## config.mk

```make
export PLATFORM = sky130hd
export DESIGN_NAME = ext_irq_detect
export DESIGN_NICKNAME = d
export VERILOG_FILES = /design/src/rtl/ext_irq_pkg.sv /design/src/rtl/irq_pin_sync.sv /design/src/rtl/irq_pin_detect.sv /design/src/rtl/irq_flag_cell.sv /design/src/rtl/ext_irq_detect.sv
export SDC_FILE = /design/constraint.sdc
export NUM_CORES = 1
export LEC_CHECK = 0
export BUFFER_PORTS_ARGS = -buffer_cell sky130_fd_sc_hd__buf_4
export CAP_MARGIN = 40
export CORE_UTILIZATION = 44
export DETAILED_ROUTE_END_ITERATION = 6
export PLACE_DENSITY = 0.84
export SLEW_MARGIN = 40
export SYNTH_ARGS = -nofsm -noshare
export SYNTH_HDL_FRONTEND = slang
export SYNTH_SLANG_ARGS = --single-unit
export TNS_END_PERCENT = 1
```

## constraint.sdc

```tcl
create_clock -name clk -period 0.87 [get_ports clk]
set_input_delay 0.0435 -clock clk [delete_from_list [all_inputs] [get_ports clk]]
set_output_delay 0.0435 -clock clk [all_outputs]
set_load 0.1 [all_outputs]
```

## src/rtl/ext_irq_pkg.sv

```systemverilog
// Package: shared types for the external interrupt pin detector.
// Assumes four sources; sources below NUM_CFG have a selectable trigger.
package ext_irq_pkg;

    localparam int unsigned NUM_SRC = 4;
    localparam int unsigned NUM_CFG = 2;

    // Trigger rule a detector applies to its sampled pin
    typedef enum logic [1:0] {
        TRIG_LOW  = 2'd0,
        TRIG_FALL = 2'd1,
        TRIG_RISE = 2'd2
    } trig_e;

    // Trigger rule of a source with no mode bit
    function automatic trig_e fixed_trig(input int unsigned idx);
        return (idx == 2) ? TRIG_RISE : TRIG_FALL;
    endfunction

endpackage

```

## src/rtl/irq_pin_sync.sv

```systemverilog
// Module: irq_pin_sync
// Brings one asynchronous pin into the clock domain through STAGES flops.
// Assumes the pin is idle high, so every stage resets to 1.
module irq_pin_sync #(
    parameter int unsigned STAGES = 2
) (
    input  logic clk,
    input  logic rst_n,
    input  logic pin_async,
    output logic pin_sync
);

    logic [STAGES-1:0] chain_q;
    logic [STAGES-1:0] chain_d;

    // Next chain value: shift the raw pin in at the bottom
    always_comb begin
        chain_d = STAGES'({chain_q, pin_async});
    end

    // Chain register, reset to the inactive high level
    always_ff @(posedge clk) begin
        if (!rst_n) begin
            chain_q <= '1;
        end else begin
            chain_q <= chain_d;
        end
    end

    assign pin_sync = chain_q[STAGES-1];

endmodule

```

## src/rtl/irq_pin_detect.sv

```systemverilog
// Module: irq_pin_detect
// Samples a synchronised pin on the machine-cycle strobe and, given a
// trigger rule, produces a set event and a hardware clear for one flag.
// Assumes mc_stb is one clock wide and that pin_sync is already synchronised.
module irq_pin_detect
    import ext_irq_pkg::*;
(
    input  logic  clk,
    input  logic  rst_n,
    input  logic  mc_stb,
    input  logic  pin_sync,
    input  trig_e trig,
    input  logic  ack,
    input  logic  ack_clr_en,
    output logic  set_ev,
    output logic  hw_clr
);

    logic smp_q;
    logic fall_now;
    logic rise_now;
    logic low_now;
    logic high_now;

    // Sample register: last value seen at a strobe, reset high
    always_ff @(posedge clk) begin
        if (!rst_n) begin
            smp_q <= 1'b1;
        end else if (mc_stb) begin
            smp_q <= pin_sync;
        end
    end

    // Strobe-qualified comparisons of the new sample with the previous one
    always_comb begin
        fall_now = mc_stb &  smp_q & ~pin_sync;
        rise_now = mc_stb & ~smp_q &  pin_sync;
        low_now  = mc_stb & ~pin_sync;
        high_now = mc_stb &  pin_sync;
    end

    // Select the set event and the hardware clear by trigger rule
    always_comb begin
        case (trig)
            TRIG_LOW:  set_ev = low_now;
            TRIG_FALL: set_ev = fall_now;
            TRIG_RISE: set_ev = rise_now;
            default:   set_ev = 1'b0;
        endcase
        hw_clr = (trig == TRIG_LOW) ? high_now : (ack & ack_clr_en);
    end


    smp_hold_chk: assert property (@(posedge clk) disable iff (!rst_n)
        !mc_stb |=> $stable(smp_q));

endmodule

```

## src/rtl/irq_flag_cell.sv

```systemverilog
// Module: irq_flag_cell
// One request flag. Set sources (event or software) win over clear
// sources (hardware or software) in the same cycle.
// Assumes all inputs are synchronous to clk.
module irq_flag_cell (
    input  logic clk,
    input  logic rst_n,
    input  logic set_ev,
    input  logic hw_clr,
    input  logic sw_set,
    input  logic sw_clr,
    output logic flag_q
);

    // Flag register with set-over-clear priority
    always_ff @(posedge clk) begin
        if (!rst_n) begin
            flag_q <= 1'b0;
        end else if (set_ev || sw_set) begin
            flag_q <= 1'b1;
        end else if (hw_clr || sw_clr) begin
            flag_q <= 1'b0;
        end
    end


    set_wins_chk: assert property (@(posedge clk) disable iff (!rst_n)
        (set_ev || sw_set) |=> flag_q);


    clear_takes_chk: assert property (@(posedge clk) disable iff (!rst_n)
        ((hw_clr || sw_clr) && !set_ev && !sw_set) |=> !flag_q);

endmodule

```

## src/rtl/ext_irq_detect.sv

```systemverilog
// Module: ext_irq_detect (top)
// Conditions four external interrupt pins into request flags: synchroniser,
// strobe sampler and flag per source. Sources 0 and 1 take a mode bit,
// source 2 is rising only and source 3 is falling only.
// Assumes mc_stb marks machine cycles and that svc_ack pulses for one clock.
module ext_irq_detect
    import ext_irq_pkg::*;
#(
    parameter int unsigned SYNC_STAGES = 2
) (
    input  logic       clk,
    input  logic       rst_n,
    input  logic       mc_stb,
    input  logic [3:0] pin_i,
    input  logic [1:0] edge_mode,
    input  logic [3:0] svc_ack,
    input  logic [3:0] sw_clr,
    input  logic [3:0] sw_set,
    output logic [3:0] irq_flag
);

    logic [NUM_SRC-1:0] pin_s;
    logic [NUM_SRC-1:0] set_ev;
    logic [NUM_SRC-1:0] hw_clr;
    trig_e              trig   [NUM_SRC];
    logic [NUM_SRC-1:0] ack_en;

    for (genvar g = 0; g < NUM_SRC; g++) begin : g_src
        if (g < NUM_CFG) begin : g_cfg
            // Configurable source: trigger and ack clearing follow the mode bit
            always_comb begin
                trig[g]   = edge_mode[g] ? TRIG_FALL : TRIG_LOW;
                ack_en[g] = edge_mode[g];
            end
        end else begin : g_fix
            // Fixed-polarity source: ack never clears it
            always_comb begin
                trig[g]   = fixed_trig(g);
                ack_en[g] = 1'b0;
            end
        end

        irq_pin_sync #(.STAGES(SYNC_STAGES)) u_sync (
            .clk       (clk),
            .rst_n     (rst_n),
            .pin_async (pin_i[g]),
            .pin_sync  (pin_s[g])
        );

        irq_pin_detect u_det (
            .clk        (clk),
            .rst_n      (rst_n),
            .mc_stb     (mc_stb),
            .pin_sync   (pin_s[g]),
            .trig       (trig[g]),
            .ack        (svc_ack[g]),
            .ack_clr_en (ack_en[g]),
            .set_ev     (set_ev[g]),
            .hw_clr     (hw_clr[g])
        );

        irq_flag_cell u_flag (
            .clk    (clk),
            .rst_n  (rst_n),
            .set_ev (set_ev[g]),
            .hw_clr (hw_clr[g]),
            .sw_set (sw_set[g]),
            .sw_clr (sw_clr[g]),
            .flag_q (irq_flag[g])
        );
    end


    reset_state_chk: assert property (@(posedge clk)
        !rst_n |=> (irq_flag == 4'b0000));


    fix2_ack_chk: assert property (@(posedge clk) disable iff (!rst_n)
        (irq_flag[2] && !sw_clr[2]) |=> irq_flag[2]);


    fix3_ack_chk: assert property (@(posedge clk) disable iff (!rst_n)
        (irq_flag[3] && !sw_clr[3]) |=> irq_flag[3]);


    level_ack_chk: assert property (@(posedge clk) disable iff (!rst_n)
        (irq_flag[1] && !edge_mode[1] && !mc_stb && !sw_clr[1]) |=> irq_flag[1]);


    edge_ack_chk: assert property (@(posedge clk) disable iff (!rst_n)
        (edge_mode[0] && svc_ack[0] && !sw_set[0] && !set_ev[0]) |=> !irq_flag[0]);

endmodule

```

==> results.json <==
{
  "skew_ps": 2.89,
  "path_clk_slew_ps": 90,
  "p_leak_nw": 0.419,
  "fillers": 100,
  "hold_viol": 0,
  "rsz0062_at_grt": "true",
  "path_class": "reg2out",
  "seq_power_share": 0.501,
  "clockRootBuffer": "clkbuf_4",
  "synth_cell_types": 16,
  "hold_path_depth": 3,
  "vias": 468,
  "synth_cells": 62,
  "gr-total-overflow": 0,
  "gp_congestion": 0.616,
  "drt-wirelength-per-cell_um": 9.98,
  "area_delta_synth_final_pct": 48.7,
  "clock_power_share": 0.300,
  "critical_path.slowest_cell": "dfxtp_2",
  "portBuffers": 22,
  "viasPerCell": 4.50,
  "crit_fanout": 2,
  "min_to": "g_src[0].u_flag.flag_q",
  "die_w_um": 39.2,
  "synth_area_sq_um": 609,
  "critPathBufInv": 1,
  "grt_start_max_net_pins": 17,
  "status": "complete, no violations",
  "cts_buffers": 3,
  "yosys_warnings": 0,
  "core_area_sq_mm": 0.00130,
  "first_pass_iters": 2,
  "layout_common_cells": "buf_4, dfxtp_1, nand2b_1",
  "ir_drop_mv": 1.08,
  "report.final.slew_viol_count": 0,
  "r2r_cells": 3,
  "drive_gt1_frac": 0.348,
  "cp.arrival_ps": 820,
  "critPathMaxStageDelay_ps": 360,
  "clkLatencyLatePin_ps": 280,
  "synth_fa_ha_area_frac": 0,
  "synth_compound_area_frac": 0.103,
  "start_util": 0.468,
  "die_y_um": 39.2,
  "synth_top_family_by_area": "simple AND/OR/NAND/NOR gates",
  "final_nets": 111,
  "start_kind": "flop",
  "drv_cap": 0,
  "crit_chain": "buf_12",
  "cts_setup_buffers": 0,
  "hold_path.class": "in2reg",
  "cp.depth": 1,
  "synth-simple-area-share": 0.251,
  "yosysSeqAreaShare": 0.526,
  "pre_cts_slack_ps": 69.7,
  "cts.path.max_buffers": 2,
  "grt_usage": 0.158,
  "synthXorXnorAreaFrac": 0,
  "antenna-diode-count": 0,
  "p_int_w": 0.00119,
  "min_from": "sw_set[0]",
  "power.switching_w": 0.000404,
  "synth_mux_area_frac": 0.0164,
  "worst_slack_ps": 7.41,
  "ctsHtreeMaxLevel": 1,
  "rows": 13,
  "ioPinCount": 25,
  "synth.avg_cell_area_sq_um": 9.83,
  "switching_share": 0.254,
  "grt_antenna_before_repair": 0,
  "cp.required_ps": 830,
  "timing.final.crit_share": 0.991,
  "relSlewSlack": 0.886,
  "fmax_ghz": 1.16,
  "dieArea_sq_mm": 0.00154,
  "endpoint_kind": "output pin",
  "worst_slew_pin_slew_ps": 171,
  "setup_viol": 0,
  "comb_power_share": 0.200,
  "r2r_start": "g_src[0].u_det.smp_q",
  "r2r_slack_ps": 60,
  "syn-num-nets": 83,
  "cts_tree": "built",
  "dp_hpwl_um": 616,
  "dp_cells": 93,
  "numClockSinks": 16,
  "path_delay_family": "flip-flops",
  "drt-total-wl_um": 1040,
  "drc": 0,
  "ant_nets": 0,
  "grt_pass1_wl_um": 1570,
  "grt_pass1_vias": 418,
  "dr.first_iter.drc_count": 8,
  "fin_cells": 104,
  "layout_commonest_cell": "buf_4",
  "r2r-end": "g_src[0].u_flag.flag_q",
  "power_density_mw_per_mm2": 1760,
  "final.min_clock_period_ps": 863,
  "ys_ff_latch": 16
}
[Yosys cell counts]
library cell  instances  area (sq um)
nand2b_1             11          68.8
buf_4                 5          37.5
buf_6                 1          11.3
nor2_1                2          7.51
a31oi_1               2          12.5
nor2b_1               2          12.5
inv_1                 4          15.0
nand2_1               6          22.5
mux2i_1               1          10.0
nand2_4               1          11.3
or2b_1                2          15.0
dfxtp_1              16           320
o2111ai_1             2          17.5
nand3_1               3          15.0
o31a_1                2          17.5
a21boi_1              2          15.0
[sequential cells by signal, summed over array words and instances (netlist names)]
signal and count:
g_src.u_flag.flag_q 4, g_src.u_det.smp_q 4, g_src.u_sync.chain_q 8
[stage by stage]
step                      power, W  utilization  TNS (ps)  cell area [sq um]  hold WS (ps)
after floorplan           0.000991            -         0                609           117
after global placement     0.00106        0.572         0                744           225
after detailed placement   0.00106        0.572         0                744           229
after CTS                  0.00160        0.696         0                906          10.2
after global routing       0.00167        0.696      -104                906          15.0
final                      0.00159        0.696         0                906          8.97
[how the worst max path moves through the flow]
stage                                    start                endpoint  slack [ps]
floorplan           g_src[2].u_sync.chain_q[1]  g_src[2].u_flag.flag_q         110
global placement          g_src[0].u_det.smp_q  g_src[0].u_flag.flag_q          80
detailed placement        g_src[0].u_det.smp_q  g_src[0].u_flag.flag_q          70
CTS                     g_src[1].u_flag.flag_q             irq_flag[1]           6
global route            g_src[3].u_flag.flag_q             irq_flag[3]         -30
finish                  g_src[2].u_flag.flag_q             irq_flag[2]           7
[area by class of cell]
type	count	area (sq um)	share of cell area
inverter	4	15.0	0.0166
clock buffer	4	36.3	0.0401
multi-input combinational	36	225	0.249
sequential	16	325	0.359
timing repair buffer	29	285	0.315
tap	15	18.8	0.0207
[cells by family after synthesis]
group                  after synthesis
AND/OR/NAND/NOR                     27
flip-flops                          16
buffers and inverters               10
AO/OA/AOI/OAI                        8
multiplexers                         1
[power by group through the flow]
| stage | clock, W | combinational (W) | sequential, W |
|---|---|---|---|
| after global placement | 0 | 0.000254 | 0.000803 |
| final | 0.000477 | 0.000318 | 0.000798 |
| after detailed placement | 0 | 0.000258 | 0.000804 |
| after global routing | 0.000528 | 0.000337 | 0.000803 |
| after floorplan | 0 | 0.000190 | 0.000801 |
| after CTS | 0.000486 | 0.000317 | 0.000798 |
[layer usage]
layer  global-route usage  share of wire
met5                    0              0
met4                0.103          0.018
met3               0.0347          0.039
met2                0.258           0.50
met1                0.181           0.44
[timing repair]
action                                  CTS  global route
endpoints found under the setup margin    4             5
endpoints found under the hold margin     7             0
hold buffers                              7             0
resized for setup                        16             0
No activity file was read; power rests on OpenSTA's default activity.
